==> config.mk <==
export PLATFORM = sky130hd
export DESIGN_NAME = gsl_top
export DESIGN_NICKNAME = d
export VERILOG_FILES = /design/src/rtl/gsl_pkg.sv /design/src/rtl/gsl_ctrl.sv /design/src/rtl/gsl_datapath.sv /design/src/rtl/gsl_top.sv
export SDC_FILE = /design/constraint.sdc
export NUM_CORES = 1
export LEC_CHECK = 0
export ABC_CLOCK_PERIOD_IN_PS = 21000
export BUFFER_PORTS_ARGS = -buffer_cell sky130_fd_sc_hd__buf_4
export CORE_UTILIZATION = 40
export CTS_CLUSTER_DIAMETER = 200
export DETAILED_ROUTE_END_ITERATION = 6
export HOLD_SLACK_MARGIN = 0.02
export PLACE_DENSITY = 0.7
export REMOVE_ABC_BUFFERS = 1
export SLEW_MARGIN = 20
export SYNTH_ARGS = -nofsm -noshare
export SYNTH_HDL_FRONTEND = slang
export SYNTH_SLANG_ARGS = --single-unit
export TNS_END_PERCENT = 5
==> constraint.sdc <==
create_clock -name clk -period 21 [get_ports clk]
set_clock_uncertainty 0.05 [all_clocks]
set_input_delay 2.1 -clock clk [delete_from_list [all_inputs] [get_ports clk]]
set_output_delay 2.1 -clock clk [all_outputs]
set_load 0.02 [all_outputs]
==> src/rtl/gsl_pkg.sv <==
package gsl_pkg;
  // strobes from control to datapath, one cycle each
  typedef struct packed {
    logic shiftEn;  // advance the chain
    logic gsLoad;   // chain -> pending frame
    logic xferSr;   // chain -> active frame (timing-reset write)
    logic xferL1;   // pending -> active frame
  } gsStrobe_t;
endpackage

==> src/rtl/gsl_ctrl.sv <==
module gsl_ctrl
  import gsl_pkg::*;
#(
  parameter int CNT_W = 16
) (
  input  logic      clk,
  input  logic      rstN,
  input  logic      serClk,
  input  logic      latchIn,
  input  logic      gsClk,
  input  logic      autoRepeat,
  input  logic      timingReset,
  input  logic      blank,
  input  logic      srMsb,
  output gsStrobe_t strb,
  output logic      ctlStrobe
);
  logic serClkQ, latchQ, gsClkQ;
  logic serRise, latRise, gsRise;
  logic gsWrite, clearCnt, wrapHit;
  logic [CNT_W-1:0] cnt;

  always_ff @(posedge clk or negedge rstN) begin
    if (!rstN) begin
      serClkQ <= 1'b0;
      latchQ  <= 1'b0;
      gsClkQ  <= 1'b0;
    end else begin
      serClkQ <= serClk;
      latchQ  <= latchIn;
      gsClkQ  <= gsClk;
    end
  end

  assign serRise = serClk & ~serClkQ;
  assign latRise = latchIn & ~latchQ;
  assign gsRise  = gsClk & ~gsClkQ;

  // srMsb is the pre-shift value, so a coincident shift cannot steer routing
  assign gsWrite   = latRise & ~srMsb;
  assign ctlStrobe = latRise & srMsb;
  assign clearCnt  = gsWrite & timingReset;
  assign wrapHit   = gsRise & (cnt == {CNT_W{1'b1}});

  always_ff @(posedge clk or negedge rstN) begin
    if (!rstN)         cnt <= '0;
    else if (clearCnt) cnt <= '0;
    else if (gsRise)   cnt <= cnt + 1'b1;
  end

  always_comb begin
    strb.shiftEn = serRise;
    strb.gsLoad  = gsWrite;
    strb.xferSr  = clearCnt;
    strb.xferL1  = blank | (autoRepeat & wrapHit);
  end

  a_r4_route_exclusive: assert property (@(posedge clk) disable iff (!rstN)
    !(strb.gsLoad && ctlStrobe));
  a_r5_counter_cleared: assert property (@(posedge clk) disable iff (!rstN)
    strb.xferSr |=> cnt == '0);
  a_r10_counter_step: assert property (@(posedge clk) disable iff (!rstN)
    (gsRise && !strb.xferSr) |=> cnt == CNT_W'($past(cnt) + 1'b1));
  a_r10_counter_idle: assert property (@(posedge clk) disable iff (!rstN)
    (!gsRise && !strb.xferSr) |=> $stable(cnt));
endmodule

==> src/rtl/gsl_datapath.sv <==
module gsl_datapath
  import gsl_pkg::*;
#(
  parameter int CHANNELS = 16,
  parameter int GS_BITS  = 16,
  localparam int FRAME_W = CHANNELS * GS_BITS,
  localparam int SR_W    = FRAME_W + 1
) (
  input  logic               clk,
  input  logic               rstN,
  input  logic               serIn,
  input  gsStrobe_t          strb,
  output logic               srMsb,
  output logic [FRAME_W-1:0] srLow,
  output logic [FRAME_W-1:0] gsActive
);
  logic [SR_W-1:0]    chain;
  logic [FRAME_W-1:0] pendFlat;

  // no reset: contents are undefined after power-up
  always_ff @(posedge clk) begin
    if (strb.shiftEn) chain <= {chain[SR_W-2:0], serIn};
  end

  assign srMsb = chain[SR_W-1];
  assign srLow = chain[FRAME_W-1:0];

  for (genvar ch = 0; ch < CHANNELS; ch++) begin : g_chan
    logic [GS_BITS-1:0] pend, act;
    always_ff @(posedge clk) begin
      if (strb.gsLoad) pend <= chain[ch*GS_BITS +: GS_BITS];
      if (strb.xferSr)      act <= chain[ch*GS_BITS +: GS_BITS];
      else if (strb.xferL1) act <= pend;
    end
    assign pendFlat[ch*GS_BITS +: GS_BITS] = pend;
    assign gsActive[ch*GS_BITS +: GS_BITS] = act;
  end

  a_r2_shift_entry: assert property (@(posedge clk) disable iff (!rstN)
    strb.shiftEn |=> chain[0] == $past(serIn));
  a_r3_pending_load: assert property (@(posedge clk) disable iff (!rstN)
    strb.gsLoad |=> pendFlat == $past(chain[FRAME_W-1:0]));
  a_r7_copy_pending: assert property (@(posedge clk) disable iff (!rstN)
    (strb.xferL1 && !strb.xferSr) |=> gsActive == $past(pendFlat));
  a_r8_active_hold: assert property (@(posedge clk) disable iff (!rstN)
    (!strb.xferL1 && !strb.xferSr) |=> $stable(gsActive));
endmodule

==> src/rtl/gsl_top.sv <==
module gsl_top
  import gsl_pkg::*;
#(
  parameter int CHANNELS = 16,
  parameter int GS_BITS  = 16,
  parameter int CNT_W    = GS_BITS,
  localparam int FRAME_W = CHANNELS * GS_BITS
) (
  input  logic               clk,
  input  logic               rstN,
  input  logic               serClk,
  input  logic               serIn,
  input  logic               latchIn,
  input  logic               gsClk,
  input  logic               autoRepeat,
  input  logic               timingReset,
  input  logic               blank,
  output logic               serOut,
  output logic [FRAME_W-1:0] gsActive,
  output logic               ctlStrobe,
  output logic [FRAME_W-1:0] ctlData
);
  gsStrobe_t strb;
  logic      srMsb;

  gsl_ctrl #(.CNT_W(CNT_W)) u_ctrl (
    .clk(clk), .rstN(rstN), .serClk(serClk), .latchIn(latchIn), .gsClk(gsClk),
    .autoRepeat(autoRepeat), .timingReset(timingReset), .blank(blank),
    .srMsb(srMsb), .strb(strb), .ctlStrobe(ctlStrobe)
  );

  gsl_datapath #(.CHANNELS(CHANNELS), .GS_BITS(GS_BITS)) u_dp (
    .clk(clk), .rstN(rstN), .serIn(serIn), .strb(strb),
    .srMsb(srMsb), .srLow(ctlData), .gsActive(gsActive)
  );

  assign serOut = srMsb;
endmodule

* Word-level counts from Yosys, hierarchy flattened
Index checks and enable logic that the tools add are counted.
** Cells by class
- $add $sub $neg :: 1
- Equality and inequality tests :: 1
- Mux-type cells :: 34
- Bitwise logic cells :: 13
- Reduce and logical (&&, ||, !) cells :: 2
** Operators with widths (number)
- 16-bit two-way mux :: 34
- 16-bit by 1-bit adder with 16-bit output (second input constant) :: 1
- 16-bit equality test (second input constant) :: 1
- 1-bit AND :: 8
- 1-bit inverter :: 4
- 2-bit nonzero test :: 2
- 1-bit bitwise OR :: 1
** Word-level totals
- Bits in registers :: 788
- Input port bits :: 9
- Logic and storage cells :: 88

* Logic depth before layout (Yosys ltp)
- Depth in word-level cells :: 7
- Mapped depth :: 7

* Cells and area by module
From an unflattened synthesis, not the netlist that was laid out.
** Second synthesis, totals
- Cell total of the unflattened synthesis :: 1146
- Area, all modules :: 28194.5 um^2
** Modules (own cells, without submodules)
- gsl_datapath :: instances 1, cells each 1055, area an instance 27204.8 um^2, seq. area each 23092.1 um^2
- gsl_ctrl :: instances 1, cells each 91, area an instance 989.7 um^2, seq. area each 475.5 um^2

* Worst setup path after synthesis
OpenSTA, ideal clock, no wires.
- Kind :: input port to flip-flop
- From :: input port latchIn
- To :: register u_dp.g_chan[0].act[0], enable pin
- Arrival :: 18188 ps
- Data required time :: 20317 ps
- Setup slack :: 2130 ps
- Cell stages on the path :: 4
- Path buffers :: 1
- Cells stage by stage :: nor3b_2 -> and2_1 -> buf_2 -> or3_1
** On the way
- Longest elaborated chain between the ends :: 4
** RTL lines
- from (decl) :: RTL line gsl_top.sv:13 : input logic latchIn,
- 1-bit AND :: RTL line gsl_ctrl.sv:36 : assign latRise = latchIn & ~latchQ;
- 1-bit AND :: RTL line gsl_ctrl.sv:40 : assign gsWrite = latRise & ~srMsb;
- 1-bit AND :: RTL line gsl_ctrl.sv:42 : assign clearCnt = gsWrite & timingReset;
- 2-bit nonzero test (no line)
- to (signal assigned) :: RTL line gsl_datapath.sv:32 : if (strb.xferSr) act <= chain[ch*GS_BITS +: GS_BITS];
- to (signal assigned) :: RTL line gsl_datapath.sv:33 : else if (strb.xferL1) act <= pend;
- to (decl) :: RTL line gsl_datapath.sv:29 : logic [GS_BITS-1:0] pend, act;
Every way passes these cells.
A chain may end at the register's enable or synchronous reset.

* Worst setup path in the final report
- From :: input port gsClk
- To :: register u_dp.g_chan[8].act[7], enable pin
** On the way
- Longest elaborated chain between the ends :: 5
** RTL lines
- from (decl) :: RTL line gsl_top.sv:14 : input logic gsClk,
- 1-bit AND :: RTL line gsl_ctrl.sv:37 : assign gsRise = gsClk & ~gsClkQ;
- 1-bit AND :: RTL line gsl_ctrl.sv:43 : assign wrapHit = gsRise & (cnt == {CNT_W{1'b1}});
- 1-bit AND :: RTL line gsl_ctrl.sv:55 : strb.xferL1 = blank | (autoRepeat & wrapHit);
- 1-bit bitwise OR :: RTL line gsl_ctrl.sv:55
- 2-bit nonzero test (no line)
- to (signal assigned) :: RTL line gsl_datapath.sv:32
- to (signal assigned) :: RTL line gsl_datapath.sv:33
- to (decl) :: RTL line gsl_datapath.sv:29
Every way passes these cells.

==> impl_metrics.toml <==
[die]
core_area_um2 = 67300
die_w_um = 263
rows = 95
ios = 523
die-area_um2 = 69100
start_util = 0.404
die_h_um = 263

[synthesis]
avgSynthCellArea_um2 = 16.1
synth_cells = 1686
yosys_register_bits = 788
ys_seq_area_frac = 0.866
syn_area_um2 = 27200
ys.flop_type = "edfxtp_1"
synth_edf_count = 769
ys_warn_count = 0
synthDistinctLibCells = 37
synthArstFlopShare = 0.0241

[detailed_routing]
drt_iter0_drc = 1481
routed_wirelength_um = 61600
firstDrtPassIters = 5
viasPerCell = 4.87
route.detailed.drc = 0
wl_per_cell_um = 19.4
ant_nets = 0
vias = 15500

[cells_and_area]
drive_gt1_frac = 0.287
final_nets = 2258
post-route-util = 0.515
area_growth_pct = 27.4
fin_cells = 3182
final-seq-area_um2 = 23600
n_fill_cell = 5467
multi_input_area_um2 = 3370

[power_and_ir_drop]
p_sw_mw = 0.757
p_clk_frac = 0.408
p_comb_frac = 0.059
peakVddDrop_v = 0.0000879
swShare = 0.220
internal-power_mw = 2.68
leakagePower_nw = 13.7
power.density_nw_per_um2 = 99.3
p_seq_frac = 0.533

[clock_tree]
clk_pin_slew_ns = 0.06
htreeDepth = 3
clkLatencyLatePin_ns = 0.60
cts_buffer_depth = 3
cts-hold-fix-buffers = 0
post-cts-setup-buffer-count = 0
cts_tree = "built"
cts.repair.resized = 0
numCtsBuffers = 80
cts.sinks = 788
cts_root_buffer = "clkbuf_16"

[grt]
antenna_found_initial = 0
grt_pass1_wl_um = 93300
grt_use_total = 0.175
grt_max_degree = 135
grt_overflow = 0
grt_pass1_vias = 15400

[sta]
fin_crit_sh = 0.254
setup_viol = 0
finalHoldViolCount = 0
worstMarginPinSlew_ns = 1.08
rsz0062_at_grt = "no"
period_minus_slack_ns = 5.34
hold_ws_ns = 0.441
slew_headroom = 0.280
slew_violations = 0
fmax_mhz = 187

[worst_setup_path]
endpoint_kind = "flip-flop"
cp_data_arrival_time_ns = 5.51
crit_type = "primary input to flip-flop"
required_ns = 21.17
start_kind = "primary input"
crit_fanout = 71

[min_path]
hp-class = "flip-flop to flip-flop"

[placement]
hpwlAfterDp_um = 37800
gp_congestion = 0.835
portBuffers = 522
numPlacedInstances = 3039

[run_status]
status = "finished, final reports clean"

[run]
cap_violations = 0
==> kinds of logic after synthesis <==
family	count (synthesis)	synth area share
simple gates	817	0.117
flops	788	0.866
buf+inv	61	0.0112
xor+xnor	11	0.00354
compound gates	7	0.00166
mux	1	0.000368
fa+ha+maj	1	0.000460
==> placed cells by master, fill, tap and decap left out, drive strengths merged, types with 2 or more instances in the layout <==
master	netlist	final
a21oi	3	3
buf	46	539
bufinv	0	9
clkbuf	13	97
clkinv	0	27
clkinvlp	0	2
dfrtp	19	19
edfxtp	769	769
inv	2	9
nand2	775	775
nand3	4	4
nand4	4	4
nor2	12	12
nor2b	2	2
nor3	4	4
nor4	3	3
or3	3	3
xnor2	8	8
xor2	3	3
==> Yosys cell counts, drive strengths merged (3+ instances only) <==
cell / n / area [um^2]
nand2: 775 / 2910
xnor2: 8 / 70.1
clkbuf: 13 / 48.8
a21oi: 3 / 15.0
edfxtp: 769 / 23100
buf: 46 / 249
nand3: 4 / 25.0
nor2: 12 / 45.0
nand4: 4 / 40.0
nor3: 4 / 20.0
dfrtp: 19 / 475
or3: 3 / 20.0
xor2: 3 / 26.3
nor4: 3 / 18.8
==> per-layer routing <==
| metal | up-vias | track usage | share of wire | wire (um) |
|---|---|---|---|---|
| met5 | - | 0 | 0 | 0 |
| met4 | 0 | 0.0615 | 0.031 | 1920 |
| met3 | 122 | 0.0662 | 0.097 | 6000 |
| met2 | 649 | 0.279 | 0.47 | 29200 |
| met1 | 7669 | 0.218 | 0.40 | 24500 |
| li1 | 7045 | - | - | - |
==> power by group through the flow <==
stage | Sequential (mW) | Clock (mW) | Combinational (mW)
final | 1.83 | 1.41 | 0.201
after global routing | 1.84 | 1.49 | 0.214
after global placement | 1.86 | 0 | 0.199
after CTS | 1.84 | 1.44 | 0.204
after detailed placement | 1.87 | 0 | 0.204
after floorplan | 1.93 | 0 | 0.0520
==> worst max-delay path, stage by stage <==
cell and delay, ns:
buf_4 0.09, nand4b_1 0.34, nor4_1 0.40, or3_4 0.73, buf_4 0.79, buf_4 0.86
==> metrics by stage <==
stage	setup WS (ns)	total power, mW	TNS [ns]	area (um^2)
CTS	15.70	3.48	0	34700
floorplan	-2.34	1.98	-1148.54	26900
global route	15.45	3.55	0	34700
detailed placement	15.04	2.07	0	32100
finish	15.66	3.44	0	34700
global placement	15.16	2.06	0	32100
==> state kept, by name, summed over array words and instances (netlist names) <==
register          flops
u_dp.chain          257
u_ctrl.latchQ         1
u_ctrl.serClkQ        1
u_dp.g_chan.pend    256
u_dp.g_chan.act     256
u_ctrl.gsClkQ         1
u_ctrl.cnt           16
==> cell type report <==
class | count | area share
clock inverter | 45 | 0.0139
sequential | 788 | 0.680
multi-input combinational | 837 | 0.0971
inverter | 2 | 0.000217
antenna | 1 | 0.0000722
tap | 873 | 0.0315
timing repair buffer | 539 | 0.117
clock buffer | 97 | 0.0602
==> worst paths after layout <==
check | cells past startpoint | start | slack (ns) | end
min in group asynchronous | 1 | rstN | 1.33 | u_ctrl.cnt[0]
max reg2reg | 5 | u_ctrl.gsClkQ | 16.78 | u_dp.g_chan[8].act[7]
min reg2reg | 0 | u_dp.chain[117] | 0.44 | u_dp.g_chan[7].pend[5]
max | 6 | gsClk | 15.66 | u_dp.g_chan[8].act[7]
min | 0 | u_dp.chain[117] | 0.44 | u_dp.g_chan[7].pend[5]
max in group asynchronous | 1 | rstN | 19.34 | u_ctrl.cnt[10]
Note: power is estimated with default switching activity, not from simulation.
